$ cat config.mk
export PLATFORM = sky130hd
export DESIGN_NAME = busarb_top
export DESIGN_NICKNAME = d
export VERILOG_FILES = /design/src/rtl/busarb_pkg.sv /design/src/rtl/busarb_rr_pick.sv /design/src/rtl/busarb_wait_ctr.sv /design/src/rtl/busarb_top.sv
export SDC_FILE = /design/constraint.sdc
export NUM_CORES = 1
export LEC_CHECK = 0
export ABC_AREA = 1
export BUFFER_PORTS_ARGS = -buffer_cell sky130_fd_sc_hd__clkbuf_2
export CORE_MARGIN = 2
export CORE_UTILIZATION = 53
export DETAILED_ROUTE_END_ITERATION = 16
export HOLD_SLACK_MARGIN = 0.12
export MAX_ROUTING_LAYER = met4
export PLACE_DENSITY = 0.77
export SLEW_MARGIN = 20
export SYNTH_ARGS = -nofsm -noshare
export SYNTH_HDL_FRONTEND = slang
export SYNTH_HIERARCHICAL = 1
export SYNTH_SLANG_ARGS = --single-unit
$ cat constraint.sdc
create_clock -name clk -period 3.15 [get_ports clk]
set_input_delay 0.63 -clock clk [delete_from_list [all_inputs] [get_ports clk]]
set_output_delay 0.63 -clock clk [all_outputs]
set_load 0.01 [all_outputs]
$ cat src/rtl/busarb_pkg.sv
package busarb_pkg;

    typedef enum logic [1:0] {
        OWN_NONE = 2'd0,
        OWN_CPU  = 2'd1,
        OWN_PER  = 2'd2
    } owner_e;

    // Decode of the wait-limit setting; code 0 falls back to the widest bound.
    function automatic logic [1:0] wait_limit(input logic [1:0] sel);
        return (sel == 2'd0) ? 2'd3 : sel;
    endfunction

endpackage

$ cat src/rtl/busarb_rr_pick.sv
module busarb_rr_pick #(
    parameter int unsigned N  = 4,
    parameter int unsigned IW = 2
) (
    input  logic [N-1:0]  req_i,
    input  logic [IW-1:0] last_i,
    output logic          any_o,
    output logic [IW-1:0] pick_o
);

    always_comb begin
        any_o  = 1'b0;
        pick_o = '0;
        for (int unsigned off = 1; off <= N; off++) begin
            int unsigned cand;
            cand = (int'(last_i) + off) % N;
            if (!any_o && req_i[cand]) begin
                any_o  = 1'b1;
                pick_o = IW'(cand);
            end
        end
    end

endmodule

$ cat src/rtl/busarb_wait_ctr.sv
module busarb_wait_ctr #(
    parameter int unsigned CW = 2
) (
    input  logic          clk,
    input  logic          rst_n,
    input  logic          cpu_req_i,
    input  logic          tick_i,
    input  logic          clear_i,
    input  logic [CW-1:0] limit_i,
    output logic          due_o
);

    logic [CW-1:0] cnt_d, cnt_q;
    logic [CW:0]   cnt_next_sum;

    always_comb begin
        cnt_next_sum = {1'b0, cnt_q} + {{CW{1'b0}}, tick_i};
        due_o        = cpu_req_i && (cnt_next_sum >= {1'b0, limit_i});
        cnt_d        = cnt_q;
        if (!cpu_req_i || clear_i) begin
            cnt_d = '0;
        end else if (tick_i && (cnt_q != '1)) begin
            cnt_d = cnt_q + 1'b1;
        end
    end

    always_ff @(posedge clk) begin
        if (!rst_n) begin
            cnt_q <= '0;
        end else begin
            cnt_q <= cnt_d;
        end
    end


    cnt_hold_chk: assert property (@(posedge clk) disable iff (!rst_n)
        (cpu_req_i && !tick_i && !clear_i) |=> $stable(cnt_q));

endmodule

$ cat src/rtl/busarb_top.sv
module busarb_top #(
    parameter int unsigned NUM_PM = 4
) (
    input  logic              clk,
    input  logic              rst_n,
    input  logic              cpu_req,
    output logic              cpu_gnt,
    input  logic [NUM_PM-1:0] pm_req,
    output logic [NUM_PM-1:0] pm_gnt,
    input  logic              xfer_done,
    input  logic [1:0]        rot_sel
);
    import busarb_pkg::*;

    localparam int unsigned IW = (NUM_PM > 1) ? $clog2(NUM_PM) : 1;
    localparam int unsigned CW = 2;

    typedef struct packed {
        owner_e        owner;
        logic [IW-1:0] idx;
        logic [IW-1:0] ptr;
    } arb_state_t;

    arb_state_t st_d, st_q;

    logic          pm_any;
    logic [IW-1:0] pm_pick;
    logic          cpu_due;
    logic          busy, done_ev, decide, take_cpu;
    logic          ctr_tick, ctr_clear;

    busarb_rr_pick #(.N(NUM_PM), .IW(IW)) u_pick (
        .req_i  (pm_req),
        .last_i (st_q.ptr),
        .any_o  (pm_any),
        .pick_o (pm_pick)
    );

    busarb_wait_ctr #(.CW(CW)) u_wait (
        .clk       (clk),
        .rst_n     (rst_n),
        .cpu_req_i (cpu_req),
        .tick_i    (ctr_tick),
        .clear_i   (ctr_clear),
        .limit_i   (wait_limit(rot_sel)),
        .due_o     (cpu_due)
    );

    always_comb begin
        st_d      = st_q;
        busy      = (st_q.owner != OWN_NONE);
        done_ev   = busy && xfer_done;
        decide    = !busy || done_ev;
        ctr_tick  = done_ev && (st_q.owner == OWN_PER) && cpu_req;
        take_cpu  = cpu_req && (cpu_due || !pm_any);
        ctr_clear = decide && take_cpu;
        if (decide) begin
            if (take_cpu) begin
                st_d.owner = OWN_CPU;
            end else if (pm_any) begin
                st_d.owner = OWN_PER;
                st_d.idx   = pm_pick;
                st_d.ptr   = pm_pick;
            end else begin
                st_d.owner = OWN_NONE;
            end
        end
    end

    always_ff @(posedge clk) begin
        if (!rst_n) begin
            st_q.owner <= OWN_NONE;
            st_q.idx   <= '0;
            st_q.ptr   <= IW'(NUM_PM - 1);
        end else begin
            st_q <= st_d;
        end
    end

    assign cpu_gnt = (st_q.owner == OWN_CPU);

    for (genvar g = 0; g < NUM_PM; g++) begin : g_gnt
        assign pm_gnt[g] = (st_q.owner == OWN_PER) && (st_q.idx == IW'(g));
    end


    gnt_onehot_chk: assert property (@(posedge clk) disable iff (!rst_n)
        $onehot0({cpu_gnt, pm_gnt}));


    gnt_hold_chk: assert property (@(posedge clk) disable iff (!rst_n)
        (busy && !xfer_done) |=> $stable({cpu_gnt, pm_gnt}));


    cpu_bound_chk: assert property (@(posedge clk) disable iff (!rst_n)
        (xfer_done && (st_q.owner == OWN_PER) && cpu_due) |=> cpu_gnt);


    idle_cpu_chk: assert property (@(posedge clk) disable iff (!rst_n)
        (!busy && cpu_req && (pm_req == '0)) |=> cpu_gnt);


    pick_req_chk: assert property (@(posedge clk) disable iff (!rst_n)
        pm_any |-> pm_req[pm_pick]);

endmodule

==> results of run 1 <==
-- registers in the layout (all words and copies together), names as in the netlist --
name	count
st_q	6
u_wait/cnt_q	2
-- cells by family (layout without fill, tap and decap cells) --
family,Yosys count,after routing,synth area share
flops,8,8,0.201
simple gates,76,76,0.494
compound gates,12,12,0.0926
buf+inv,23,39,0.124
fa+ha+maj,5,5,0.0879
-- routing by layer --
metal	track usage	vias to the layer above	part of all wire
li1	-	425	-
met1	0.254	344	0.45
met2	0.358	13	0.50
met3	0.0255	5	0.029
met4	0.0938	0	0.020
met5	-	-	0
-- stage by stage --
stage / instances / utilization / hold WS, ns / worst slack (ns)
floorplan: 124 / - / 0.451 / 0.774
global placement: 152 / 0.648 / 0.487 / 0.562
detailed placement: 152 / 0.648 / 0.487 / 0.469
CTS: 155 / 0.665 / 0.495 / 0.730
global route: 155 / 0.665 / 0.522 / 0.517
finish: 155 / 0.665 / 0.498 / 0.730
-- critical path, stage by stage --
cell	delay, ns
clkbuf_2	0.12
inv_1	0.06
nor3_1	0.32
ha_1	0.26
fa_1	0.42
inv_1	0.06
nor2_1	0.03
nand2_1	0.05
a21oi_1	0.09
nor2_1	0.11
nor2_1	0.05
nand2_1	0.06
inv_1	0.05
nor2_2	0.11
o21ai_1	0.07
nor2_1	0.10
-- power groups by stage --
| stage | clock network (W) | logic (W) | registers (W) |
|---|---|---|---|
| 2_1_floorplan | 0 | 0.000408 | 0.000161 |
| 4_1_cts | 0.0000799 | 0.000469 | 0.000183 |
| 3_5_place_dp | 0 | 0.000465 | 0.000185 |
| 5_1_grt | 0.0000864 | 0.000530 | 0.000191 |
| 3_3_place_gp | 0 | 0.000451 | 0.000183 |
| 6_report | 0.0000769 | 0.000467 | 0.000183 |
-- cell usage after synthesis, drive strengths merged --
cell / instances
nand3b: 1
o21a: 1
ha: 4
nand4: 4
nand3: 9
nand2: 46
nor2: 10
nor3: 5
fa: 1
o21ai: 2
dfxtp: 8
buf: 1
or2: 1
a21oi: 9
inv: 22
-- area by class of cell --
type                            instances  area [µm²]  share of cell area
Tap cell                               15        18.8              0.0209
Sequential cell                         8         160               0.179
Timing Repair Buffer                   14        70.1              0.0781
Multi-Input combinational cell         93         538               0.600
Clock buffer                            3        22.5              0.0251
Inverter                               22        87.6              0.0976
-- final timing paths --
check,from,end,slack (ns),cells after the start
hold reg to reg,st_q[4]$_SDFFE_PN0P_,st_q[4]$_SDFFE_PN0P_,0.50,2
setup reg to reg,st_q[5]$_SDFFE_PN0P_,u_wait/cnt_q[1]$_SDFFE_PP0P_,0.78,15
hold / removal,st_q[4]$_SDFFE_PN0P_,st_q[4]$_SDFFE_PN0P_,0.50,2
setup / recovery,cpu_req,u_wait/cnt_q[1]$_SDFFE_PP0P_,0.73,16
==> summary.md, run 1 <==
| Metric | Value |
|---|---|
| Synth cell types | 23 |
| Slew headroom | 0.702 |
| FMAX | around 410 MHz |
| Final Cell Area | roughly 900 µm² |
| Clk slew on worst S/H paths | 0.05 ns |
| Vias in the first global route | ~750 |
| Clock Latency Late Sink | 0.25 ns |
| Critical path type | input port to flop |
| DIE AREA | 1830 µm² |
| # resized after CTS | 0 |
| Crit path launch type | input port |
| Via density | roughly 5.1 |
| Switching Fraction | 0.522 |
| H-tree depth | 1 |
| Net count after synthesis | 139 |
| Post-synth top area share | 0.201 |
| Pre-antenna DRT Iters | 4 |
| Final period util | 0.768 |
| Hold Crit Class | flop to flop |
| Final Power | 0.000728 W |
| Diode count | 0 |
| CTS sink cnt | 8 |
| Setup TNS | 0 ns |
| Status | completed |
| CTS tree | done |
| CP max FO | 4 |
| Core ar. | 1350 µm² |
| Final nets | 157 |
| Syn. warnings | 6 |
| Placed Area | ~870 µm² |
| Pwr dens | ~810 nW/µm² |
| Seq/Total Area, Yosys | 0.201 |
| Synthesized flop and latch total | 8 |
| Post-Synthesis Cell Area | approximately 800 µm² |
| PortBufs | 14 |
| Worst Skew | approximately 0.0038 ns |
| Pins Over Slew Limit | 0 |
| Gate power share | 0.642 |
| Mapped Avg Cell Area | between 6 and 7 µm² |
| Hold_buf cts | 0 |
| Final HPWL DP | roughly 1300 µm |
| Most frequent cells in the layout | 31 x nand2_1, 20 x inv_1, 14 x clkbuf_2 |
| # fillers | 134 |
| Element type at the critical path end | flop |
| Synthesized instance count | 124 |
| DRC | 0 |
| Vias | just under 800 |
| Gr ovfl total | 0 |
| WL/cell | approximately 10 µm |
| CTS root buf | clkbuf_4 |
| Cell taking the most area after synthesis | dfxtp_1 |
| Setup violators final | 0 |
| Ranking of synthesized cells by area | dfxtp_1 20%, nand2_1 15%, inv_1 9.4% |
| Final min period | 2.42 ns |
| First-pass GRT wire length | 2990 µm |
| Switch Pwr | around 0.00038 W |
| # IOs | 15 |
| CTS Buf Count | 3 |
| Post-CTS setup buffers | 0 |
| Die span in y | 42.8 µm |
| Starting Density | 0.590 |
| Worst-Margin Slew | around 0.45 ns |
| Std cell rows | 13 |
| Clock Path Buffers | 2 |
| Fraction of layout cells with a size suffix above 1 | 0.293 |
| Initial antenna violation count | 0 |
| Largest net degree at the start of global routing | 12 |
| DRT iter0 DRCs | 18 |
| Critical Path AT | roughly 2.6 ns |
| Die Wd | 42.8 µm |
| Final hold vios | 0 |
| Max Cap Viol | 0 |
| P&R area growth vs syn | 12.6% |
| Required time worst endpoint | 3.34 ns |
| DRT Wirelength | 1600 µm |
| Leakage | around 0.5 nW |
| Sequential Power Share | 0.252 |
| Placer Congestion | around 0.83 |
| P_int | 0.000348 W |
| GR Util All Layers | 0.214 |
| Most common cell after layout, fill and taps aside | nand2_1 |
| RSZ-0062 raised after global routing | false |
| VDD IR max | between 0.6 and 0.7 mV |
| Clock network fraction of design power | 0.106 |
| Final ANT Viol Nets | 0 |
Note: power is estimated with default switching activity, not from simulation.
==> run 2: changes to the inputs <==
Clock period 3.15 ns to 2.4 ns, I/O delays scaled along.
==> summary.md, run 2 (same netlist as run 1, synthesis figures left out) <==
| Metric | Value |
|---|---|
| Diode count | 0 |
| Biggest register | st_q |
| Vias in the first global route | 731 |
| Most frequent cells in the layout | 31 x nand2_1, 20 x inv_1, 14 x clkbuf_2 |
| Element type at the critical path end | flop |
| Placer Congestion | about 0.84 |
| Status | completed |
| Final period util | 0.926 |
| RR Startpoint | st_q[5]$_SDFFE_PN0P_ |
| Crit path cell chain | nand2_1 > nor3_1 > ha_1 > fa_1 > inv_1 > nor2_1 > nand2_1 > a21oi_2 > nor2_1 > nor2_1 > nand2_1 > inv_1 > nor2_2 > o21ai_1 > nor2_1 |
| Worst Skew | between 0.003 and 0.004 ns |
| DIE AREA | 1830 µm² |
| Final min period | about 2.2 ns |
| # fillers | between 100 and 150 |
| GR Util All Layers | 0.201 |
| Critical Path AT | between 2 and 2.5 ns |
| Hold Path Depth | 2 |
| Most common cell after layout, fill and taps aside | nand2_1 |
| CTS Buf Count | 3 |
| Max FFs per register | 6 |
| Slew headroom | 0.693 |
| VDD IR max | approximately 0.69 mV |
| Crit-path slowest cell | fa_1 |
| Critical path type | flop to flop |
| Final hold vios | 0 |
| Family with the most delay on the worst path | simple AND/OR/NAND/NOR gates |
| Hold Crit Class | input port to flop |
| CTS tree | done |
| Die Wd | 42.8 µm |
| Largest net degree at the start of global routing | 12 |
| Worst-Margin Slew | about 0.46 ns |
| Std cell rows | 13 |
| Pins Over Slew Limit | 0 |
| Via density | between 5 and 6 |
| Starting Density | 0.590 |
| Initial antenna violation count | 0 |
| H-tree depth | 1 |
| Vias | between 800 and 900 |
| Die span in y | ~43 µm |
| Most Frequent Cell on Critical Path | nor2_1 |
| Pre-antenna DRT Iters | 4 |
| RR Endpoint | u_wait/cnt_q[1]$_SDFFE_PP0P_ |
| P&R area growth vs syn | 16.8% |
| Gr ovfl total | 0 |
| Worst hold start | rst_n |
| FMAX | between 400 and 500 MHz |
| Worst R2R Path Depth | 15 |
| WHS Endpoint | st_q[0]$_SDFFE_PN1P_ |
| RSZ-0062 raised after global routing | false |
| DRT iter0 DRCs | 15 |
| Final ANT Viol Nets | 0 |
| Worst Slack Setup Final | between 0.15 and 0.2 ns |
| Fraction of layout cells with a size suffix above 1 | 0.319 |
| Worst reg-to-reg setup slack | between 0.15 and 0.2 ns |
| Number of buffers and inverters on the critical path | 2 |
| Pre-CTS WS | -0.0171 ns |
| # resized after CTS | 0 |
| Max Cap Viol | 0 |
| Setup violators final | 0 |
| Crit path launch type | flop |
| CP max FO | 4 |
| Core ar. | 1350 µm² |
| DRT Wirelength | 1620 µm |
| Pwr dens | between 1000 and 1500 nW/µm² |
| PortBufs | 14 |
| Leakage | 0.505 nW |
| CTS root buf | clkbuf_4 |
| Clock Path Buffers | 2 |
| Top flop regs | st_q x6, u_wait/cnt_q x2 |
| Final HPWL DP | between 1000 and 1500 µm |
| First-pass GRT wire length | ~2800 µm |
| Clock Latency Late Sink | 0.25 ns |
| # IOs | 15 |
| CTS sink cnt | 8 |
| Final nets | about 160 |
| DRC | 0 |
| Final Cell Area | roughly 930 µm² |
| Max incr delay on CP | 0.43 ns |
| Placed Area | between 900 and 1000 µm² |
| Post-CTS setup buffers | 0 |
| Clk slew on worst S/H paths | roughly 0.050 ns |
| Required time worst endpoint | approximately 2.6 ns |
| Hold_buf cts | 0 |
| WL/cell | around 10 µm |
run 2: power by group:
group          switching [W]  internal, W  leakage [nW]
sequential         0.0000684     0.000173        0.0659
combinational       0.000387     0.000238         0.426
clock              0.0000422    0.0000570        0.0138
total               0.000497     0.000468         0.505
run 2: area by class of cell:
| type | instances | area [µm²] | area share |
|---|---|---|---|
| Clock buffer | 3 | 22.5 | 0.0242 |
| Inverter | 22 | 87.6 | 0.0941 |
| Multi-Input combinational cell | 93 | 542 | 0.582 |
| Sequential cell | 8 | 160 | 0.172 |
| Tap cell | 15 | 18.8 | 0.0202 |
| Timing Repair Buffer | 18 | 100 | 0.108 |
run 2: how the worst max path moves through the flow:
stage                          from                           end  slack, ns  cells after the start
2_1_floorplan             xfer_done  u_wait/cnt_q[1]$_SDFFE_PP0P_       0.17                     15
3_3_place_gp                cpu_req  u_wait/cnt_q[0]$_SDFFE_PP0P_     0.0008                     16
3_5_place_dp                cpu_req  u_wait/cnt_q[1]$_SDFFE_PP0P_      -0.02                     16
4_1_cts        st_q[4]$_SDFFE_PN0P_  u_wait/cnt_q[1]$_SDFFE_PP0P_       0.13                     16
5_1_grt        st_q[5]$_SDFFE_PN0P_  u_wait/cnt_q[0]$_SDFFE_PP0P_     0.0004                     15
6_report       st_q[5]$_SDFFE_PN0P_  u_wait/cnt_q[1]$_SDFFE_PP0P_       0.18                     15
run 2: per-stage QoR:
stage               utilization  power [W]  TNS, ns  std cells  hold WS [ns]
floorplan                     -   0.000747        0        124         0.451
global placement          0.670   0.000844        0        156         0.494
detailed placement        0.670   0.000861  -0.0334        156         0.485
CTS                       0.687   0.000966        0        159         0.447
global route              0.690    0.00107        0        159         0.448
finish                    0.690   0.000965        0        159         0.449
run 2: routing by layer:
| metal | track usage | vias to the layer above | wire, µm |
|---|---|---|---|
| li1 | - | 434 | - |
| met1 | 0.227 | 357 | 734 |
| met2 | 0.348 | 26 | 774 |
| met3 | 0.0383 | 4 | 84 |
| met4 | 0.0750 | 0 | 23 |
| met5 | - | - | 0 |
==> run 3: changes to the inputs <==
Settings changed: CORE_UTILIZATION 53 to 41, PLACE_DENSITY 0.77 to not set.
==> summary.md, run 3 (same netlist as run 1, synthesis figures left out) <==
| Metric | Value |
|---|---|
| Status | completed |
| Placed cell count | roughly 170 |
| WL/cell | 8.50 µm |
| Max Cap Viol | 0 |
| GRT Max-Usage Layer | met2 |
| Leakage | 0.506 nW |
| CP max FO | 3 |
| Met2 GRT Util | 0.251 |
| Via density | approximately 4.6 |
| DRT iter0 DRCs | 9 |
| Clock Latency Late Sink | 0.25 ns |
| Worst-Margin Slew | ~0.45 ns |
| Final period util | 0.901 |
| Clock Path Buffers | 2 |
| Pwr dens | 1010 nW/µm² |
| DIE AREA | about 2300 µm² |
| Required time worst endpoint | around 2.6 ns |
| Biggest register | st_q |
| Finished Layout Cells | around 170 |
| Std cell rows | 15 |
| Clk slew on worst S/H paths | about 0.050 ns |
| RR Startpoint | st_q[4]$_SDFFE_PN0P_ |
| Element type at the critical path end | flop |
| FMAX | 463 MHz |
| CTS Buf Count | 3 |
| VDD IR max | ~0.56 mV |
| Starting Density | 0.447 |
| RSZ-0062 raised after global routing | false |
| CTS sink cnt | 8 |
| Core ar. | ~1800 µm² |
| # IOs | 15 |
| Final hold vios | 0 |
| CTS root buf | clkbuf_4 |
| GR Util All Layers | 0.152 |
| Worst Skew | 0.00177 ns |
| Grt met3 use | 0.0444 |
| Final min period | 2.16 ns |
| Post-CTS setup buffers | 0 |
| Largest net degree at the start of global routing | 12 |
| Final nets | ~160 |
| Critical path startpoint | st_q[4]$_SDFFE_PN0P_ |
| Most common cell after layout, fill and taps aside | nand2_1 |
| Met1 Use GR | 0.183 |
| Vias | between 700 and 800 |
| Critical path type | flop to flop |
| Slew headroom | 0.703 |
| Top flop regs | st_q x6, u_wait/cnt_q x2 |
| DRT Wirelength | between 1000 and 1500 µm |
| Initial antenna violation count | 0 |
| Crit path launch type | flop |
| Critical Path AT | about 2.3 ns |
| Max FFs per register | 6 |
| Most frequent cells in the layout | 31 x nand2_1, 20 x inv_1, 14 x clkbuf_2 |
| Setup violators final | 0 |
| Hold_buf cts | 0 |
| Gr ovfl total | 0 |
| Diode count | 0 |
| First-pass GRT wire length | between 2000 and 2500 µm |
| Placer Congestion | ~0.87 |
| Die span in y | roughly 48 µm |
| PortBufs | 14 |
| Pins Over Slew Limit | 0 |
| Vias in the first global route | about 660 |
| Hold slack | around 0.46 ns |
| Worst hold start | rst_n |
| DRC | 0 |
| # resized after CTS | 0 |
| H-tree depth | 1 |
| Fraction of layout cells with a size suffix above 1 | 0.333 |
| Pre-antenna DRT Iters | 4 |
| Final HPWL DP | 1260 µm |
| CTS tree | done |
| Hold Crit Class | input port to flop |
| P&R area growth vs syn | 19.2% |
| Die Wd | ~48 µm |
| Final ANT Viol Nets | 0 |
run 3: cell counts in the layout (fill, tap and decap cells not counted):
No cell type changed its count.
run 3: final timing paths:
path / to / slack (ns) / cells after the start
max: u_wait/cnt_q[1]$_SDFFE_PP0P_ / 0.24 / 16
min: st_q[1]$_SDFFE_PN1P_ / 0.46 / 2
max reg2reg: u_wait/cnt_q[1]$_SDFFE_PP0P_ / 0.24 / 16
min reg2reg: st_q[4]$_SDFFE_PN0P_ / 0.48 / 2
run 3: power by group:
| part | internal [W] | switching, W |
|---|---|---|
| logic | 0.000240 | 0.000383 |
| clock network | 0.0000571 | 0.0000439 |
| registers | 0.000174 | 0.0000644 |
| total | 0.000471 | 0.000491 |
run 3: final cells by class:
cell class / count / area [µm²]
Clock buffer: 3 / 22.5
Timing Repair Buffer: 18 / 100
Multi-Input combinational cell: 93 / 547
Fill cell: 185 / 833
Tap cell: 25 / 31.3
Inverter: 22 / 87.6
Sequential cell: 8 / 161
run 3: through the flow:
stage	utilization	power, W	setup slack [ns]	TNS (ns)	area (µm²)
6_report	0.533	0.000963	0.238	0	950
5_1_grt	0.533	0.00107	0.00529	0	950
4_1_cts	0.527	0.000969	0.112	0	940
3_5_place_dp	0.514	0.000864	-0.0577	-0.219	917
3_3_place_gp	0.514	0.000857	-0.0128	-0.0227	917
2_1_floorplan	-	0.000747	0.174	0	797
run 3: per-layer routing:
layer / vias to the layer above / routed length (µm)
li1: 434 / -
met1: 329 / 728
met2: 9 / 657
met3: 2 / 46
met4: 0 / 4
met5: - / 0
run 3: critical path, cell delays in order, from the launching register on:
cell and delay, ns:
dfxtp_2 0.34, inv_1 0.05, nand2_1 0.09, nor3_2 0.06
ha_1 0.23, fa_1 0.50, inv_1 0.04, nor2_1 0.07
nand2_1 0.07, a21oi_2 0.17, nor2_1 0.07, nor2_1 0.09
nand2_1 0.07, inv_1 0.07, nor2_2 0.04, o21ai_1 0.06
nor2_1 0.04
